**src/rtl/muldiv_pkg.sv**
```systemverilog
package muldiv_pkg;

   typedef enum logic [1:0] {
      OP_MUL_S = 2'b00,
      OP_MUL_U = 2'b01,
      OP_DIV_S = 2'b10,
      OP_DIV_U = 2'b11
   } md_op_e;

   function automatic logic op_is_div(input logic [1:0] code);
      return code[1];
   endfunction

   function automatic logic op_is_signed(input logic [1:0] code);
      return ~code[0];
   endfunction

endpackage

```
**src/rtl/muldiv_ctrl.sv**
```systemverilog
module muldiv_ctrl #(
   parameter int DATA_W = 32
) (
   input  logic clk,
   input  logic rst_n,
   input  logic start,
   output logic load,
   output logic step,
   output logic last,
   output logic busy,
   output logic done
);
   localparam int CW = (DATA_W > 1) ? $clog2(DATA_W) : 1;
   localparam logic [CW-1:0] LAST_CNT = CW'(DATA_W - 1);

   logic [CW-1:0] cnt_q;
   logic          busy_q;
   logic          done_q;

   assign load = start && !busy_q;
   assign step = busy_q;
   assign last = busy_q && (cnt_q == LAST_CNT);
   assign busy = busy_q;
   assign done = done_q;

   always_ff @(posedge clk) begin
      if (!rst_n) begin
         busy_q <= 1'b0;
         done_q <= 1'b0;
         cnt_q  <= '0;
      end else begin
         done_q <= last;
         if (load) begin
            busy_q <= 1'b1;
            cnt_q  <= '0;
         end else if (last) begin
            busy_q <= 1'b0;
         end else if (busy_q) begin
            cnt_q <= cnt_q + 1'b1;
         end
      end
   end

   // busy only ends by handing over to done
   assert_busy_ends_in_done_R5: assert property (@(posedge clk) disable iff (!rst_n)
      (busy && !last) |=> busy);
   assert_done_follows_busy_R5: assert property (@(posedge clk) disable iff (!rst_n)
      done |-> (!busy && $past(busy)));
   // a start in the busy window never restarts the count
   assert_start_ignored_R6: assert property (@(posedge clk) disable iff (!rst_n)
      (busy && start) |=> (cnt_q != '0));

endmodule

```
**src/rtl/muldiv_presign.sv**
```systemverilog
module muldiv_presign
   import muldiv_pkg::*;
#(
   parameter int DATA_W = 32
) (
   input  logic [1:0]        op,
   input  logic [DATA_W-1:0] opa,
   input  logic [DATA_W-1:0] opb,
   output logic [DATA_W-1:0] mag_a,
   output logic [DATA_W-1:0] mag_b,
   output logic              neg_main,
   output logic              neg_rem,
   output logic              is_div,
   output logic              div_zero
);
   logic sgn_a, sgn_b;

   always_comb begin
      sgn_a    = op_is_signed(op) & opa[DATA_W-1];
      sgn_b    = op_is_signed(op) & opb[DATA_W-1];
      mag_a    = sgn_a ? (~opa + 1'b1) : opa;
      mag_b    = sgn_b ? (~opb + 1'b1) : opb;
      is_div   = op_is_div(op);
      neg_main = sgn_a ^ sgn_b;
      neg_rem  = is_div & sgn_a;
      div_zero = (opb == '0);
   end

endmodule

```
**src/rtl/muldiv_core.sv**
```systemverilog
module muldiv_core #(
   parameter int DATA_W       = 32,
   parameter bit SHARED_ADDER = 1'b1
) (
   input  logic              clk,
   input  logic              rst_n,
   input  logic              load,
   input  logic              step,
   input  logic              is_div,
   input  logic [DATA_W-1:0] mag_a,
   input  logic [DATA_W-1:0] mag_b,
   output logic [DATA_W-1:0] nxt_hi,
   output logic [DATA_W-1:0] nxt_lo
);
   localparam int AW = DATA_W + 2;

   logic [DATA_W-1:0] hi_r, lo_r, opnd_r;
   logic [AW-1:0]     res;
   logic              fits;

   generate
      if (SHARED_ADDER) begin : g_shared
         logic [AW-1:0] x_in, y_in;
         logic          sub;
         always_comb begin
            if (is_div) begin
               x_in = {1'b0, hi_r, lo_r[DATA_W-1]};
               y_in = {2'b00, opnd_r};
               sub  = 1'b1;
            end else begin
               x_in = {2'b00, hi_r};
               y_in = lo_r[0] ? {2'b00, opnd_r} : '0;
               sub  = 1'b0;
            end
         end
         assign res = x_in + (y_in ^ {AW{sub}}) + AW'(sub);
      end else begin : g_split
         logic [AW-1:0] add_v, sub_v;
         assign add_v = {2'b00, hi_r} + (lo_r[0] ? {2'b00, opnd_r} : '0);
         assign sub_v = {1'b0, hi_r, lo_r[DATA_W-1]} - {2'b00, opnd_r};
         assign res   = is_div ? sub_v : add_v;
      end
   endgenerate

   assign fits = ~res[AW-1];

   always_comb begin
      if (is_div) begin
         nxt_hi = fits ? res[DATA_W-1:0] : {hi_r[DATA_W-2:0], lo_r[DATA_W-1]};
         nxt_lo = {lo_r[DATA_W-2:0], fits};
      end else begin
         nxt_hi = res[DATA_W:1];
         nxt_lo = {res[0], lo_r[DATA_W-1:1]};
      end
   end

   always_ff @(posedge clk) begin
      if (!rst_n) begin
         hi_r   <= '0;
         lo_r   <= '0;
         opnd_r <= '0;
      end else if (load) begin
         hi_r   <= '0;
         lo_r   <= mag_a;
         opnd_r <= mag_b;
      end else if (step) begin
         hi_r <= nxt_hi;
         lo_r <= nxt_lo;
      end
   end

   // the partial remainder stays below a nonzero divisor
   assert_rem_below_divisor_R4: assert property (@(posedge clk) disable iff (!rst_n)
      (step && is_div && opnd_r != '0) |=> (hi_r < opnd_r));

endmodule

```
**src/rtl/muldiv_postsign.sv**
```systemverilog
module muldiv_postsign #(
   parameter int DATA_W = 32
) (
   input  logic              is_div,
   input  logic              neg_main,
   input  logic              neg_rem,
   input  logic [DATA_W-1:0] raw_hi,
   input  logic [DATA_W-1:0] raw_lo,
   output logic [DATA_W-1:0] fix_hi,
   output logic [DATA_W-1:0] fix_lo
);
   logic [2*DATA_W-1:0] prod;

   always_comb begin
      prod = {raw_hi, raw_lo};
      if (neg_main) prod = ~prod + 1'b1;
      if (is_div) begin
         fix_lo = neg_main ? (~raw_lo + 1'b1) : raw_lo;
         fix_hi = neg_rem  ? (~raw_hi + 1'b1) : raw_hi;
      end else begin
         fix_hi = prod[2*DATA_W-1:DATA_W];
         fix_lo = prod[DATA_W-1:0];
      end
   end

endmodule

```
**src/rtl/muldiv_unit.sv**
```systemverilog
module muldiv_unit
   import muldiv_pkg::*;
#(
   parameter int DATA_W       = 32,
   parameter bit SHARED_ADDER = 1'b1
) (
   input  logic              clk,
   input  logic              rst_n,
   input  logic              start,
   input  logic [1:0]        op,
   input  logic [DATA_W-1:0] opa,
   input  logic [DATA_W-1:0] opb,
   output logic              busy,
   output logic              done,
   output logic [DATA_W-1:0] hi_out,
   output logic [DATA_W-1:0] lo_out
);
   generate
      if (DATA_W < 2) begin : g_bad_width
         $error("muldiv_unit: DATA_W must be at least 2");
      end
   endgenerate

   logic              load, step, last;
   logic [DATA_W-1:0] mag_a, mag_b, nxt_hi, nxt_lo, fix_hi, fix_lo;
   logic              neg_main, neg_rem, is_div, div_zero;
   logic              neg_main_q, neg_rem_q, is_div_q, div_zero_q;
   logic [1:0]        op_q;
   logic [DATA_W-1:0] hi_q, lo_q;

   muldiv_ctrl #(.DATA_W(DATA_W)) u_ctrl (
      .clk(clk), .rst_n(rst_n), .start(start),
      .load(load), .step(step), .last(last), .busy(busy), .done(done)
   );

   muldiv_presign #(.DATA_W(DATA_W)) u_pre (
      .op(op), .opa(opa), .opb(opb),
      .mag_a(mag_a), .mag_b(mag_b), .neg_main(neg_main), .neg_rem(neg_rem),
      .is_div(is_div), .div_zero(div_zero)
   );

   always_ff @(posedge clk) begin
      if (!rst_n) begin
         neg_main_q <= 1'b0;
         neg_rem_q  <= 1'b0;
         is_div_q   <= 1'b0;
         div_zero_q <= 1'b0;
         op_q       <= OP_MUL_S;
      end else if (load) begin
         neg_main_q <= neg_main;
         neg_rem_q  <= neg_rem;
         is_div_q   <= is_div;
         div_zero_q <= div_zero;
         op_q       <= op;
      end
   end

   muldiv_core #(.DATA_W(DATA_W), .SHARED_ADDER(SHARED_ADDER)) u_core (
      .clk(clk), .rst_n(rst_n), .load(load), .step(step), .is_div(is_div_q),
      .mag_a(mag_a), .mag_b(mag_b), .nxt_hi(nxt_hi), .nxt_lo(nxt_lo)
   );

   muldiv_postsign #(.DATA_W(DATA_W)) u_post (
      .is_div(is_div_q), .neg_main(neg_main_q), .neg_rem(neg_rem_q),
      .raw_hi(nxt_hi), .raw_lo(nxt_lo), .fix_hi(fix_hi), .fix_lo(fix_lo)
   );

   always_ff @(posedge clk) begin
      if (!rst_n) begin
         hi_q <= '0;
         lo_q <= '0;
      end else if (last) begin
         hi_q <= fix_hi;
         lo_q <= fix_lo;
      end
   end

   assign hi_out = hi_q;
   assign lo_out = lo_q;

   // result registers move only with the completion pulse
   assert_hold_results_R7: assert property (@(posedge clk) disable iff (!rst_n)
      !done |-> ($stable(hi_q) && $stable(lo_q)));
   // unsigned divide by zero fills the quotient with ones
   assert_divzero_ones_R8: assert property (@(posedge clk) disable iff (!rst_n)
      (done && op_q == OP_DIV_U && div_zero_q) |-> (lo_q == '1));
   // no completion without a preceding busy window
   assert_no_spurious_done_R10: assert property (@(posedge clk) disable iff (!rst_n)
      (!busy && !$past(busy)) |-> !done);

endmodule

```
**config.mk**
```make
export PLATFORM = sky130hd
export DESIGN_NAME = muldiv_unit
export DESIGN_NICKNAME = d
export VERILOG_FILES = /design/src/rtl/muldiv_pkg.sv /design/src/rtl/muldiv_ctrl.sv /design/src/rtl/muldiv_presign.sv /design/src/rtl/muldiv_core.sv /design/src/rtl/muldiv_postsign.sv /design/src/rtl/muldiv_unit.sv
export SDC_FILE = /design/constraint.sdc
export NUM_CORES = 1
export LEC_CHECK = 0
export CORE_ASPECT_RATIO = 0.8
export CORE_MARGIN = 1.5
export CORE_UTILIZATION = 42
export DETAILED_ROUTE_END_ITERATION = 10
export PLACE_DENSITY = 0.62
export SLEW_MARGIN = 20
export SYNTH_ARGS = -nofsm -noshare
export SYNTH_HDL_FRONTEND = slang
export SYNTH_SLANG_ARGS = --single-unit
```
**constraint.sdc**
```tcl
create_clock -name clk -period 7.2 [get_ports clk]
set_input_delay 0.72 -clock clk [delete_from_list [all_inputs] [get_ports clk]]
set_output_delay 0.72 -clock clk [all_outputs]
set_load 0.05 [all_outputs]
```
==> Word-level counts from Yosys, hierarchy flattened <==
Index checks and enable logic that the tools add are counted.
{ "classes": {"add_sub_neg": 8, "eq_ne": 1, "muxes": 18, "bitwise": 14, "n_reduce_logical": 7} }
{ "ops": {"columns": ["op", "n"], "rows": [
  ["$mux 32", 12],
  ["$add 32x1->32 const B", 4],
  ["$not 32->32", 4],
  ["$add 64x1->64 const B", 1],
  ["$mux 64", 1],
  ["$not 64->64", 1],
  ["$add 33x34->34", 1],
  ["$add 34x1->34", 1],
  ["$mux 34", 1],
  ["$xor 34x34->34", 1],
  ["$mux 33", 1],
  ["$add 5x1->5 const B", 1],
  ["$eq 5x5->1 const B", 1],
  ["$not 1->1", 4],
  ["$reduce_bool 2->1", 2],
  ["$and 1x1->1", 3],
  ["$mux 1", 3],
  ["$logic_and 1x1->1", 2],
  ["$reduce_and 2->1", 1],
  ["$reduce_or 2->1", 1],
  ["$logic_not 1->1", 1],
  ["$xor 1x1->1", 1]
]} }
{ "totals": {"register_bits": 170, "inputBits": 69, "output_inout_bits": 66, "word_cells": 59} }

==> Depth between registers and ports, before layout <==
{ "logic_depth": {"depth_word": 11, "depth_mapped": 35, "depth_no_buf": 22} }

==> Hierarchy <==
From an unflattened synthesis, not the netlist that was laid out.
{ "unflattened": {"cells_unflattened": 1783, "area_unflattened_um2": 14254.9} }
{ "modules_own_cells": {"columns": ["module", "n_inst", "cells_per_inst", "area_per_inst_um2", "seq_area_each_um2"], "rows": [
  ["muldiv_core", 1, 1002, 7724.9, 1921.8],
  ["muldiv_unit", 1, 215, 2593.7, 1341.3],
  ["muldiv_postsign", 1, 291, 1945.6, 0.0],
  ["muldiv_presign", 1, 235, 1580.3, 0.0],
  ["muldiv_ctrl", 1, 40, 410.4, 140.1]
]} }

==> Worst setup path before layout <==
OpenSTA, ideal clock, no wires.
{ "synth_path": {"path_type": "reg-to-reg", "start": "reg is_div_q", "end": "reg hi_q[24] (netlist: hi_out[24])", "setup_ns": 0.081, "arrival_ns": 7.135, "required_time_ns": 7.119, "slack_ns": -0.016, "path_stages_with_launch": 34, "synth_period_minus_slack_ns": 7.216, "path_cell_list": "dfxtp_1 buf_4 buf_2 buf_2 buf_2 buf_2 buf_2 buf_2 buf_1 buf_2 buf_1 buf_2 mux2_2 ha_1 buf_6 a21o_1 a21o_1 a21oi_1 nor2_1 nor3_2 nand3_1 o21ai_0 ha_1 nand3b_1 nor2_1 nand4_1 or2_1 clkbuf_1 inv_1 nand2_1 a21bo_2 and2_1 or4_1 a41oi_1"} }
{ "synth_between": {"elab_chain_cells": 10, "elab_cells_between_ends": 17, "cone_classes": "add/sub (4); mux (9); bitwise (4)"} }
{ "synth_lines": {"columns": ["element", "line_no", "text"], "rows": [
  ["from (decl)", "muldiv_unit.sv:27", "logic neg_main_q, neg_rem_q, is_div_q, div_zero_q;"],
  ["from (signal assigned)", "muldiv_unit.sv:52", "is_div_q <= is_div;"],
  ["$mux 34 or $mux 1 (tied branches)", "muldiv_core.sv:26", "if (is_div) begin"],
  ["$xor 34x34->34", "muldiv_core.sv:36", "assign res = x_in + (y_in ^ {AW{sub}}) + AW'(sub);"],
  ["$add 33x34->34", "muldiv_core.sv:36", null],
  ["$add 34x1->34", "muldiv_core.sv:36", null],
  ["$mux 32 or $not 1->1 (tied branches)", "muldiv_core.sv:49, muldiv_core.sv:45", null],
  ["$mux 32", "muldiv_core.sv:48", "if (is_div) begin"],
  ["$not 64->64 or $not 32->32 (tied branches)", "muldiv_postsign.sv:16, muldiv_postsign.sv:19", null],
  ["$add 64x1->64 or $add 32x1->32 (tied branches)", "muldiv_postsign.sv:16, muldiv_postsign.sv:19", null],
  ["$mux 64 or $mux 32 (tied branches)", "muldiv_postsign.sv:16, muldiv_postsign.sv:19", null],
  ["$mux 32 *", "muldiv_postsign.sv:17", "if (is_div) begin"],
  ["to (signal assigned)", "muldiv_unit.sv:73", "hi_q <= fix_hi;"],
  ["to (decl)", "muldiv_unit.sv:29", "logic [DATA_W-1:0] hi_q, lo_q;"]
]} }
Mark *: on every way between the ends. The rest lies on a longest branch, timed or not.
A chain may end at the register's enable or synchronous reset.

==> Worst setup path in the final report <==
Same ends and word-level chain as after synthesis.

==> run summary <==
When the netlist entered floorplanning its net count stood at 1959. The detail route stage leaves a number of antenna-violating nets equal to 0. At the pin with the least slew margin, the transition time is 1040 ps.

Headroom to the max-slew limit came out at 30.5%. The run gives 0 as the remaining global-route overflow. Largest clock skew in the final design: 11.8 ps. For the met3 global-route usage, the log shows 5.63%. Most common flop cell mapped by yosys: sky130_fd_sc_hd__dfxtp_1.

The global-route wire length before repair is 72.7 mm, and the mean number of vias per cell is 5.97. The peak clock frequency supported by timing was 155 MHz. The logs give 0 for the final routed DRC violation total and 6 for the total iterations of the first detailed-routing run. The die is 164 um tall.

The number of nets at the end of the flow was 2012. The synthesized design contains 0 enable-type register cells. Cells with a size suffix above 1 make up 8.08% of the layout.

In this run the tool buffered the top-level ports with 134 buffer cells. Leading area contributor after synthesis: sky130_fd_sc_hd__dfxtp_1. Global routing used 43.3% of the available met1 tracks.

The tree is rooted in a sky130_fd_sc_hd__clkbuf_16. The average wire per standard cell was 20.2 um; the critical path data arrival time was 6790 ps. The area growth from synthesis to layout is 15.7%. The number of sinks on the clock net is 170, and the peak supply drop is 0.136 mV.

The number of antenna violations at the first check in global routing was 0; the post-synthesis async set-or-reset flop share was 0%. The setup check on the worst reg-to-reg path leaves a slack of 760 ps. The share of the clock period used by the worst path after layout came out at 89.4%. The setup path with the least slack is of type reg2reg. For the count of yosys warnings during synthesis, the log shows 0.

The sequential fraction of the synthesis area is 25.0%. Row generation in the floorplan step produced 58 rows. The analysis attributes to cell leakage a power of 5.64 nW. In this run, the number of DRC markers left after iteration 0 of detailed routing was 1455. The die covers 33500 sq um. The repair_antennas step left the layout with diodes totalling 0.

The clock-pin slew on the worst setup and hold paths was 80 ps. In this run the count of I/O pins placed on the die edge is 135. The flow ran to the end, and the final reports show no timing, DRC or antenna violations.

For this configuration, the core starts out at a cell density of 43.0%. The maximum fanout encountered on the critical timing path was 61. Dividing total power by cell area gives a power density of 184 nW/um^2. The overall fraction of global-route tracks in use was 28.0%. After global routing, the most crowded layer is met1. Each instance of the synthesized netlist takes up on average 7.35 sq um.

Kind of capture point of the worst setup path: a register. Counting the buffers created by CTS gives 17. Launching element type of the critical path: a register. The H-tree depth came out at 4.

In the post-synthesis netlist, the biggest area contributors are sky130_fd_sc_hd__dfxtp_1 25%, sky130_fd_sc_hd__nor2_1 6.3%, sky130_fd_sc_hd__nand2_1 5.7%. The core region is 31600 sq um. At the worst endpoint, the required time is 7560 ps.

TritonCTS built the clock tree. The sum of negative setup slack was 0 ps; the area of combinational cells with multiple inputs was 9490 sq um. Counting flops and latches in the post-synthesis netlist gives 170. For the setup fix buffers added after clock tree synthesis, the log shows 0. The synthesized netlist occupies a cell area of 13600 sq um. The synthesized design devotes to its leading area cell type 25.0% of total area.

The number of distinct library cell variants in the gate-level netlist after synthesis is 96. The width of the chip was 204 um. The clock insertion delay at the later pin of the skew report was 450 ps; the count of hold-fix buffers inserted at cts was 0. Across all layers, the routed design uses 14.0k vias.

Once layout is complete, the utilization of the core stands at 49.8%. For the count of cells resized by post-cts repair, the log shows 0. Routability-driven placement finished with a final weighted congestion of 0.940. The number of pins with negative max-slew slack in the final report is 0. The commonest cells after synthesis are 230 x sky130_fd_sc_hd__nor2_1, 205 x sky130_fd_sc_hd__nand2_1, 170 x sky130_fd_sc_hd__dfxtp_1, 151 x sky130_fd_sc_hd__a21oi_1, 148 x sky130_fd_sc_hd__o21ai_0. Number of global-route vias before repair: 12.4k. For met2 alone, demand over resource in global routing was 39.3%.

Total of fill cells in the finished design: 3241. Across the run, the number of max-cap violations was 0. The longest clock path from root to sink contains 2 buffers. The half-perimeter wire length of the detailed placement result was 36.6 mm. Setup repair after global routing left no endpoint under its margin. The cell count after synthesis came out at 1852. The largest net degree at the start of global routing was 80. The routed wire length was 47.3 mm. In the post-synthesis netlist, the cell with the most instances is sky130_fd_sc_hd__nor2_1.

The type of the most critical hold path is reg2reg. The register area came out at 3410 sq um. The minimum clock period after layout was 6440 ps; the hold violation total from the final report was 0. The number of failing setup endpoints in the final timing report came out at 0.
## report_power, final
part	internal (W)	switching [W]
Sequential	0.000983	0.0000676
Combinational	0.000326	0.000550
Clock	0.000541	0.000427
Total	0.00185	0.00105
## final cells by class
cell class / count / area share (%)
clock buffer: 20 / 2.90
clock inverter: 12 / 0.962
inverter: 44 / 1.06
multi-input combinational: 1510 / 60.3
sequential: 170 / 21.7
tap: 420 / 3.34
timing repair buffer: 162 / 9.82
## critical path: stages, from the launching register on
cell and delay [ps]:
sky130_fd_sc_hd__dfxtp_4 760, sky130_fd_sc_hd__inv_2 480, sky130_fd_sc_hd__o21ai_0 350, sky130_fd_sc_hd__ha_1 400, sky130_fd_sc_hd__a21oi_1 360, sky130_fd_sc_hd__o21ai_1 230, sky130_fd_sc_hd__nand2b_1 140, sky130_fd_sc_hd__and2_1 190
sky130_fd_sc_hd__or3_1 540, sky130_fd_sc_hd__nand3_1 200, sky130_fd_sc_hd__o21ai_0 220, sky130_fd_sc_hd__ha_1 270, sky130_fd_sc_hd__nand3b_1 190, sky130_fd_sc_hd__nor2_1 180, sky130_fd_sc_hd__nand4_1 230, sky130_fd_sc_hd__or2_1 400
sky130_fd_sc_hd__inv_1 170, sky130_fd_sc_hd__nand2_1 70, sky130_fd_sc_hd__a21bo_2 220, sky130_fd_sc_hd__and2_1 150, sky130_fd_sc_hd__or4_1 390, sky130_fd_sc_hd__a41oi_1 200
## cell families (layout without fill, tap and decap cells)
group	after synthesis	in the layout	share of synthesized area, %
adders and majority gates	38	38	3.55
AOI/OAI and AO/OA	545	545	25.5
xor gates and xnor gates	129	129	8.30
muxes	96	96	7.52
DFF	170	170	25.0
buffers and inverters	172	238	5.35
and+or+nand+nor	702	702	24.8
## metrics by stage
| stage | cells | power (W) | instance area, sq um | setup slack [ps] | hold slack, ps |
|---|---|---|---|---|---|
| 2_1_floorplan | 1852 | 0.00164 | 13600 | 180 | 442 |
| 3_3_place_gp | 2306 | 0.00192 | 15100 | 1050 | 443 |
| 3_5_place_dp | 2306 | 0.00192 | 15100 | 947 | 447 |
| 4_1_cts | 2338 | 0.00288 | 15700 | 911 | 458 |
| 5_1_grt | 2338 | 0.00302 | 15700 | 349 | 471 |
| 6_report | 2338 | 0.00289 | 15700 | 764 | 453 |
## final timing paths
kind | start | endpoint | cells past startpoint
max | is_div_q | hi_out[24] | 21
min reg2reg | lo_out[11] | lo_out[11] | 2
min | lo_out[11] | lo_out[11] | 2
max reg2reg | is_div_q | hi_out[24] | 21
## layer usage
metal / wire length (um) / part of all wire [%]
met5: 0 / 0
met4: 681 / 1.4
met3: 3990 / 8.4
met2: 19300 / 41
met1: 23300 / 49
## placed cells by master, fill, tap and decap left out, types with 5 or more instances in the layout
cell type / count
sky130_fd_sc_hd__nor4_1: 15
sky130_fd_sc_hd__or3_1: 33
sky130_fd_sc_hd__and3_1: 11
sky130_fd_sc_hd__a21o_1: 15
sky130_fd_sc_hd__clkdlybuf4s50_1: 133
sky130_fd_sc_hd__a211oi_1: 73
sky130_fd_sc_hd__o22ai_1: 7
sky130_fd_sc_hd__nor2b_1: 14
sky130_fd_sc_hd__nand3b_1: 7
sky130_fd_sc_hd__o211ai_1: 8
sky130_fd_sc_hd__dfxtp_1: 168
sky130_fd_sc_hd__nor3_1: 46
sky130_fd_sc_hd__ha_1: 37
sky130_fd_sc_hd__nand3_1: 43
sky130_fd_sc_hd__o21ai_0: 148
sky130_fd_sc_hd__a21oi_1: 150
sky130_fd_sc_hd__inv_1: 42
sky130_fd_sc_hd__a22oi_1: 6
sky130_fd_sc_hd__nor3b_1: 11
sky130_fd_sc_hd__o21ai_1: 10
sky130_fd_sc_hd__clkbuf_16: 17
sky130_fd_sc_hd__buf_4: 28
sky130_fd_sc_hd__o21a_1: 5
sky130_fd_sc_hd__o41ai_1: 8
sky130_fd_sc_hd__nand2b_1: 9
sky130_fd_sc_hd__mux2_2: 50
sky130_fd_sc_hd__a31oi_1: 16
sky130_fd_sc_hd__nand2_1: 205
sky130_fd_sc_hd__o31ai_1: 23
sky130_fd_sc_hd__a311oi_1: 14
sky130_fd_sc_hd__mux2i_1: 46
sky130_fd_sc_hd__and2_1: 12
sky130_fd_sc_hd__or4_1: 7
sky130_fd_sc_hd__xnor2_1: 63
sky130_fd_sc_hd__nor2_1: 230
sky130_fd_sc_hd__xor2_1: 66
sky130_fd_sc_hd__nand4_1: 24
## sequential cells by signal, summed over array words and instances, names as in the netlist
register and cells:
u_core.lo_r 32, is_div_q 1, u_core.hi_r 32, neg_main_q 1, u_core.opnd_r 32, neg_rem_q 1
u_ctrl.busy 1, hi_out 32, u_ctrl.cnt_q 5, lo_out 32, u_ctrl.done 1
Power figures use the tool's default switching activity.
